<file path="src/rtl/pwc_pkg.sv">
package pwc_pkg;

    localparam int DATA_W = 16;
    localparam int ADDR_W = 3;

    typedef enum logic [ADDR_W-1:0] {
        REG_CTRL = 3'd0,
        REG_PSC  = 3'd1,
        REG_STAT = 3'd2,
        REG_CAPP = 3'd3,
        REG_CAPW = 3'd4
    } reg_addr_e;

    // control word: bit3 width ie, bit2 period ie, bit1 active low, bit0 run
    typedef struct packed {
        logic ie_w;
        logic ie_p;
        logic act_low;
        logic run;
    } ctrl_t;

    // status word: bit1 width flag, bit0 period flag
    typedef struct packed {
        logic width;
        logic period;
    } flags_t;

    typedef struct packed {
        logic act;
        logic inact;
    } edges_t;

    function automatic ctrl_t ctrl_decode(input logic [DATA_W-1:0] w);
        ctrl_t c;
        c.run     = w[0];
        c.act_low = w[1];
        // enables only survive a write that keeps the unit running
        c.ie_p    = w[2] & w[0];
        c.ie_w    = w[3] & w[0];
        return c;
    endfunction

endpackage

</file>
<file path="src/rtl/pwc_edge_detect.sv">
module pwc_edge_detect #(
    parameter int SYNC_STAGES = 2
) (
    input  logic             clk,
    input  logic             rst,
    input  logic             pin,
    input  logic             act_low,
    output pwc_pkg::edges_t  edges
);
    localparam int CHAIN_W = SYNC_STAGES + 1;

    logic [CHAIN_W-1:0] chain;
    logic               lvl_now;
    logic               lvl_prev;

    always_ff @(posedge clk) begin
        if (rst) chain <= '0;
        else     chain <= {chain[CHAIN_W-2:0], pin};
    end

    assign lvl_now     = chain[SYNC_STAGES-1] ^ act_low;
    assign lvl_prev    = chain[SYNC_STAGES] ^ act_low;
    assign edges.act   = lvl_now & ~lvl_prev;
    assign edges.inact = ~lvl_now & lvl_prev;

endmodule

</file>
<file path="src/rtl/pwc_timebase.sv">
module pwc_timebase #(
    parameter int CNT_W = 16,
    parameter int PSC_W = 16
) (
    input  logic             clk,
    input  logic             rst,
    input  logic             run,
    input  logic [PSC_W-1:0] psc,
    input  logic             restart,
    output logic [CNT_W-1:0] cnt_next
);
    logic [PSC_W-1:0] psc_cnt;
    logic [CNT_W-1:0] cnt;
    logic             tick;

    assign tick     = (psc_cnt >= psc);
    assign cnt_next = CNT_W'(cnt + CNT_W'(tick));

    always_ff @(posedge clk) begin
        if (rst || !run) begin
            psc_cnt <= '0;
            cnt     <= '0;
        end else begin
            psc_cnt <= (tick || restart) ? '0 : PSC_W'(psc_cnt + 1'b1);
            cnt     <= restart ? '0 : cnt_next;
        end
    end

    // stopped unit holds counter and prescaler at zero
    p_idle_hold_r8: assert property (@(posedge clk) disable iff (rst)
        !run |=> (cnt == '0 && psc_cnt == '0));

    // active edge restarts the count
    p_restart_r2: assert property (@(posedge clk) disable iff (rst)
        (run && restart) |=> (cnt == '0));

    // counter moves by at most one tick per clock
    p_step_r1: assert property (@(posedge clk) disable iff (rst)
        (run && $past(run) && !$past(restart)) |->
        (cnt == $past(cnt) || cnt == CNT_W'($past(cnt) + 1'b1)));

endmodule

</file>
<file path="src/rtl/pwc_regs.sv">
module pwc_regs
    import pwc_pkg::*;
#(
    parameter int CNT_W = 16,
    parameter int PSC_W = 16
) (
    input  logic              clk,
    input  logic              rst,
    input  logic              wr_en,
    input  logic [ADDR_W-1:0] wr_addr,
    input  logic [DATA_W-1:0] wr_data,
    input  logic [ADDR_W-1:0] rd_addr,
    output logic [DATA_W-1:0] rd_data,
    input  edges_t            edges,
    input  logic [CNT_W-1:0]  cnt_next,
    output ctrl_t             ctrl,
    output logic [PSC_W-1:0]  psc,
    output logic              irq
);
    flags_t           flags;
    flags_t           flags_n;
    logic [CNT_W-1:0] cap_p;
    logic [CNT_W-1:0] cap_w;
    ctrl_t            ctrl_wr;
    logic             wr_ctrl;
    logic             wr_clr;
    logic             starting;
    logic             stopping;
    logic             evt_p;
    logic             evt_w;

    assign ctrl_wr  = ctrl_decode(wr_data);
    assign wr_ctrl  = wr_en && (wr_addr == REG_CTRL);
    assign wr_clr   = wr_en && (wr_addr == REG_STAT) && (wr_data == '0);
    assign starting = wr_ctrl && ctrl_wr.run && !ctrl.run;
    assign stopping = wr_ctrl && !ctrl_wr.run && ctrl.run;
    assign evt_p    = ctrl.run && edges.act;
    assign evt_w    = ctrl.run && edges.inact;

    always_comb begin
        flags_n = wr_clr ? '0 : flags;
        flags_n.period = flags_n.period | evt_p;
        flags_n.width  = flags_n.width | evt_w;
        if (starting || stopping) flags_n = '0;
    end

    always_ff @(posedge clk) begin
        if (rst) begin
            ctrl  <= '0;
            psc   <= '0;
            flags <= '0;
            cap_p <= '0;
            cap_w <= '0;
        end else begin
            if (wr_ctrl) ctrl <= ctrl_wr;
            if (wr_en && wr_addr == REG_PSC) psc <= wr_data[PSC_W-1:0];
            flags <= flags_n;
            if (evt_p) cap_p <= cnt_next;
            if (evt_w) cap_w <= cnt_next;
        end
    end

    assign irq = (flags.period & ctrl.ie_p) | (flags.width & ctrl.ie_w);

    always_comb begin
        case (rd_addr)
            REG_CTRL: rd_data = DATA_W'(ctrl);
            REG_PSC:  rd_data = DATA_W'(psc);
            REG_STAT: rd_data = DATA_W'(flags);
            REG_CAPP: rd_data = DATA_W'(cap_p);
            REG_CAPW: rd_data = DATA_W'(cap_w);
            default:  rd_data = '0;
        endcase
    end

    // a capture raises its flag
    p_flag_set_r6: assert property (@(posedge clk) disable iff (rst)
        (evt_p && !stopping) |=> flags.period);

    // status clear with no capture leaves both flags low
    p_status_clear_r7: assert property (@(posedge clk) disable iff (rst)
        (wr_clr && !evt_p && !evt_w) |=> (flags == '0));

    // stopping drops flags, enables and the interrupt
    p_stop_r8: assert property (@(posedge clk) disable iff (rst)
        stopping |=> (flags == '0 && !ctrl.ie_p && !ctrl.ie_w && !irq));

    // no flags exist while stopped
    p_idle_quiet_r8: assert property (@(posedge clk) disable iff (rst)
        !ctrl.run |-> (flags == '0));

endmodule

</file>
<file path="src/rtl/pulse_capture.sv">
module pulse_capture #(
    parameter int CNT_W       = 16,
    parameter int PSC_W       = 16,
    parameter int SYNC_STAGES = 2
) (
    input  logic        clk,
    input  logic        rst,
    input  logic        wr_en,
    input  logic [2:0]  wr_addr,
    input  logic [15:0] wr_data,
    input  logic [2:0]  rd_addr,
    output logic [15:0] rd_data,
    input  logic        sig_in,
    output logic        irq
);
    import pwc_pkg::*;

    edges_t           edges;
    ctrl_t            ctrl;
    logic [PSC_W-1:0] psc;
    logic [CNT_W-1:0] cnt_next;

    pwc_edge_detect #(.SYNC_STAGES(SYNC_STAGES)) u_edge (
        .clk     (clk),
        .rst     (rst),
        .pin     (sig_in),
        .act_low (ctrl.act_low),
        .edges   (edges)
    );

    pwc_timebase #(.CNT_W(CNT_W), .PSC_W(PSC_W)) u_tb (
        .clk      (clk),
        .rst      (rst),
        .run      (ctrl.run),
        .psc      (psc),
        .restart  (edges.act),
        .cnt_next (cnt_next)
    );

    pwc_regs #(.CNT_W(CNT_W), .PSC_W(PSC_W)) u_regs (
        .clk      (clk),
        .rst      (rst),
        .wr_en    (wr_en),
        .wr_addr  (wr_addr),
        .wr_data  (wr_data),
        .rd_addr  (rd_addr),
        .rd_data  (rd_data),
        .edges    (edges),
        .cnt_next (cnt_next),
        .ctrl     (ctrl),
        .psc      (psc),
        .irq      (irq)
    );

endmodule

</file>
<file path="config.mk">
export PLATFORM = sky130hd
export DESIGN_NAME = pulse_capture
export DESIGN_NICKNAME = d
export VERILOG_FILES = /design/src/rtl/pwc_pkg.sv /design/src/rtl/pwc_edge_detect.sv /design/src/rtl/pwc_timebase.sv /design/src/rtl/pwc_regs.sv /design/src/rtl/pulse_capture.sv
export SDC_FILE = /design/constraint.sdc
export NUM_CORES = 1
export LEC_CHECK = 0
export ABC_AREA = 0
export BUFFER_PORTS_ARGS = -buffer_cell sky130_fd_sc_hd__buf_2
export CORE_MARGIN = 4
export CORE_UTILIZATION = 40
export DETAILED_ROUTE_END_ITERATION = 10
export HOLD_SLACK_MARGIN = 0.06
export PLACE_DENSITY = 0.59
export REMOVE_ABC_BUFFERS = 1
export SYNTH_ARGS = -nofsm -noshare
export SYNTH_HDL_FRONTEND = slang
export SYNTH_SLANG_ARGS = --single-unit
export TNS_END_PERCENT = 20
</file>
<file path="constraint.sdc">
create_clock -name clk -period 4.1 [get_ports clk]
set_input_delay 0.615 -clock clk [delete_from_list [all_inputs] [get_ports clk]]
set_output_delay 0.615 -clock clk [all_outputs]
set_load 0.05 [all_outputs]
</file>
==> reports/metrics.csv <==
stage,metric,value,unit
outcome,status,"finished, final reports clean",
power,p_leak,1.70,nW
logic_synthesis,synthCells,503,
drt,routed_via_density,5.09,
logic_synthesis,synth_ff_type,dfxtp_1,
placed_design,io_buffers,42,
sta,worstMarginPinSlew,1.01,ns
setup_path,critPathMaxFanout,5,
global_routing,grt-ovfl-total,0,
logic_synthesis,avgSynthCellArea,8.22,µm²
sta,period_share,0.683,
drt,dr.pass1.iters,4,
sta,max_slew_margin,0.329,
setup_path,crit_family,simple AND/OR/NAND/NOR gates,
layout,drive_above_1_share,0.111,
logic_synthesis,synth_top_area_share,0.431,
layout,nFillCells,1031,
sta,maxSlewViolCount,0,
logic_synthesis,yosysTopAreaCell,dfxtp_1,
clock_tree,htreeDepth,3,
min_path,hold_class,register to register,
power,power.internal,0.00120,W
setup_path,ff2ff_path_depth,12,
setup_path,r2r-end,u_regs.cap_w[12],
drt,drc,0,
sta,fmax,0.357,GHz
power,combPwrFrac,0.052,
floorplanning,rows,36,
clock_tree,postCtsSetupBuffers,0,
global_routing,antenna_found_initial,0,
drt,num_vias,3421,
sta,hold_violations,0,
layout,nNetsFinal,579,
drt,wl_per_cell,14.7,µm
setup_path,cp_common_cell,ha_1,
clock_tree,cts_tree,yes,
sta,holdWs,0.452,ns
sta,tns,0,ns
logic_synthesis,post-synth-top-count-cell,dfxtp_1,
floorplanning,design.core.area,9910,µm²
logic_synthesis,yosysWarningCount,0,
clock_tree,clk_latency,0.35,ns
floorplanning,die_h,110,µm
global_routing,grtUsageTotal,0.176,
min_path,hp-start,u_edge.chain[0],
setup_path,r2r_start,u_regs.psc[15],
drt,ant_nets,0,
power,power_frac_clock,0.386,
sta,setup_viol,0,
drt,drtIter0Drc,150,
layout,antennaDiodeCount,0,
clock_tree,cts_buffers,9,
clock_tree,cts-resized-gates,0,
placed_design,dp.final_hpwl,7.24,mm
global_routing,grt_max_degree,39,
setup_path,cp_data_arrival_time,3.00,ns
sta,clock_skew,0.00837,ns
setup_path,critPathKind,register to register,
sta,grt_setup_unrepaired,no,
power,p_per_area,338,nW/µm²
min_path,holdPathStages,1,
clock_tree,clk_path_buf_depth,2,
logic_synthesis,synth-edff-count,0,
clock_tree,cts_root_buf,clkbuf_8,
floorplanning,initial_core_util,0.417,
logic_synthesis,yosysSeqAreaShare,0.431,
clock_tree,path_clk_slew,0.09,ns
setup_path,ff2ff_setup_slack,1.30,ns
setup_path,start_kind,register,
layout,syn2layout_area_growth,11.4,%
logic_synthesis,synth-async-reset-ratio,0,
drt,wl,9.85,mm
floorplanning,fp.dieArea,12000,µm²
setup_path,path_buf_inv,1,
global_routing,grt_pass1_vias,3359,
flow_run,maxCapViolations,0,
logic_synthesis,ys_ff_latch,89,
floorplanning,die_width,110,µm
setup_path,crit_path_end_kind,register,
placed_design,place_ws,1.20,ns
floorplanning,ioPinCount,43,
global_routing,grt_pass1_wl,16.4,mm
logic_synthesis,synthTopCellsByArea,"dfxtp_1 (43%), nand2_1 (6.7%), a21oi_1 (5.9%)",
setup_path,cpMaxStageDelayCell,dfxtp_1,
power,swShare,0.234,
power,p_switching,0.000364,W
clock_tree,ctsHoldBuffers,0,
setup_path,cp_cell_sequence,inv_1 > ha_1 > nand4_1 > nor3_1 > a21oi_1 > nand3_1 > ha_1 > ha_1 > nand2_1 > nor4_1 > xnor2_1 > a21oi_1,
min_path,worstHoldEndpoint,u_edge.chain[1],
sta,post-route-min-period,2.80,ns
clock_tree,clock_sinks,89,
placed_design,place_congestion,0.801,
power,ir_worst_vdd,0.155,mV
setup_path,cp.required,4.30,ns
logic_synthesis,syn_area,4140,µm²
setup_path,cpPeakStageDelay,0.36,ns
logic_synthesis,yosys-top-cells-count,"dfxtp_1 (89), nand2_1 (74), nor2_1 (57)",
power,seqPwrFrac,0.561,
sta,worst_slack,1.30,ns
logic_synthesis,yosysUniqueCellTypes,35,
-- through the flow --
| stage | std cells | cell area [µm²] | utilization | power, W |
|---|---|---|---|---|
| 2_1_floorplan | 480 | 4030 | - | 0.000933 |
| 3_3_place_gp | 656 | 4410 | 0.445 | 0.000977 |
| 3_5_place_dp | 656 | 4410 | 0.445 | 0.000978 |
| 4_1_cts | 672 | 4610 | 0.465 | 0.00158 |
| 5_1_grt | 672 | 4610 | 0.465 | 0.00162 |
| 6_report | 672 | 4610 | 0.465 | 0.00156 |
-- area by class of cell --
cell class	count	area, µm²	area share
clock buffer	11	141	0.0307
clock inverter	5	55.1	0.0119
inverter	24	90.1	0.0195
multi-input combinational	367	2160	0.468
sequential	89	1780	0.387
tap	133	166	0.0361
timing repair buffer	43	218	0.0472
-- per-layer routing --
| metal | track usage | share of wire | up-vias |
|---|---|---|---|
| met5 | 0 | 0 | - |
| met4 | 0.0561 | 0.013 | 0 |
| met3 | 0.0211 | 0.045 | 11 |
| met2 | 0.291 | 0.45 | 66 |
| met1 | 0.238 | 0.49 | 1574 |
| li1 | - | - | 1770 |
-- cells by family after synthesis --
group | share of synthesized area
buffers and inverters | 0.0481
xor gates and xnor gates | 0.0614
muxes | 0.0508
and+or+nand+nor | 0.211
adders and majority gates | 0.0575
DFF | 0.431
AOI/OAI and AO/OA | 0.141
-- flip-flops by register name (all words and copies together), names as in the netlist --
name and cells:
u_regs.psc 16, u_tb.cnt 16, u_tb.psc_cnt 16, u_regs.ctrl 4, u_regs.cap_w 16, u_edge.chain 3
u_regs.cap_p 16, u_regs.flags 2
-- worst register-to-register path, delay by kind of cell (launching register included) --
| kind | cells | cell delay (ns) |
|---|---|---|
| buf+inv | 1 | 0.06 |
| xor+xnor | 1 | 0.20 |
| compound gates | 2 | 0.25 |
| fa+ha+maj | 3 | 0.83 |
| flops | 1 | 0.36 |
| simple gates | 5 | 0.95 |
-- worst max-delay path by stage --
stage	startpoint	end	cells past startpoint
4_1_cts	u_regs.psc[15]	u_regs.cap_w[12]	12
6_report	u_regs.psc[15]	u_regs.cap_w[12]	12
2_1_floorplan	rd_addr[2]	rd_data[10]	2
5_1_grt	u_regs.psc[15]	u_regs.cap_w[12]	12
3_5_place_dp	rst	u_tb.psc_cnt[11]	6
3_3_place_gp	rst	u_tb.psc_cnt[3]	6
-- power by group through the flow --
stage / Clock, W / Combinational (W) / Sequential [W]
floorplan: 0 / 0.0000396 / 0.000894
global placement: 0 / 0.0000810 / 0.000896
detailed placement: 0 / 0.0000816 / 0.000896
CTS: 0.000622 / 0.0000820 / 0.000876
global route: 0.000653 / 0.0000918 / 0.000877
finish: 0.000602 / 0.0000815 / 0.000875
-- layout by cell type, fill, tap and decap left out, types with 4 or more instances in the layout --
cell type | synthesis | routed
ha_1 | 19 | 19
o21ai_0 | 37 | 37
buf_2 | 6 | 42
xor2_1 | 18 | 18
nand4_1 | 7 | 7
nand2b_1 | 7 | 7
xnor2_1 | 11 | 11
nor2b_1 | 7 | 7
clkbuf_8 | 0 | 10
nor3_1 | 7 | 7
nand2_1 | 74 | 74
nor2_1 | 57 | 57
a211oi_1 | 10 | 10
a21oi_1 | 49 | 49
nand3_1 | 16 | 16
nor4_1 | 4 | 4
inv_1 | 24 | 24
dfxtp_1 | 89 | 89
mux2i_1 | 21 | 21
and3_1 | 5 | 5
Power figures use the tool's default switching activity.
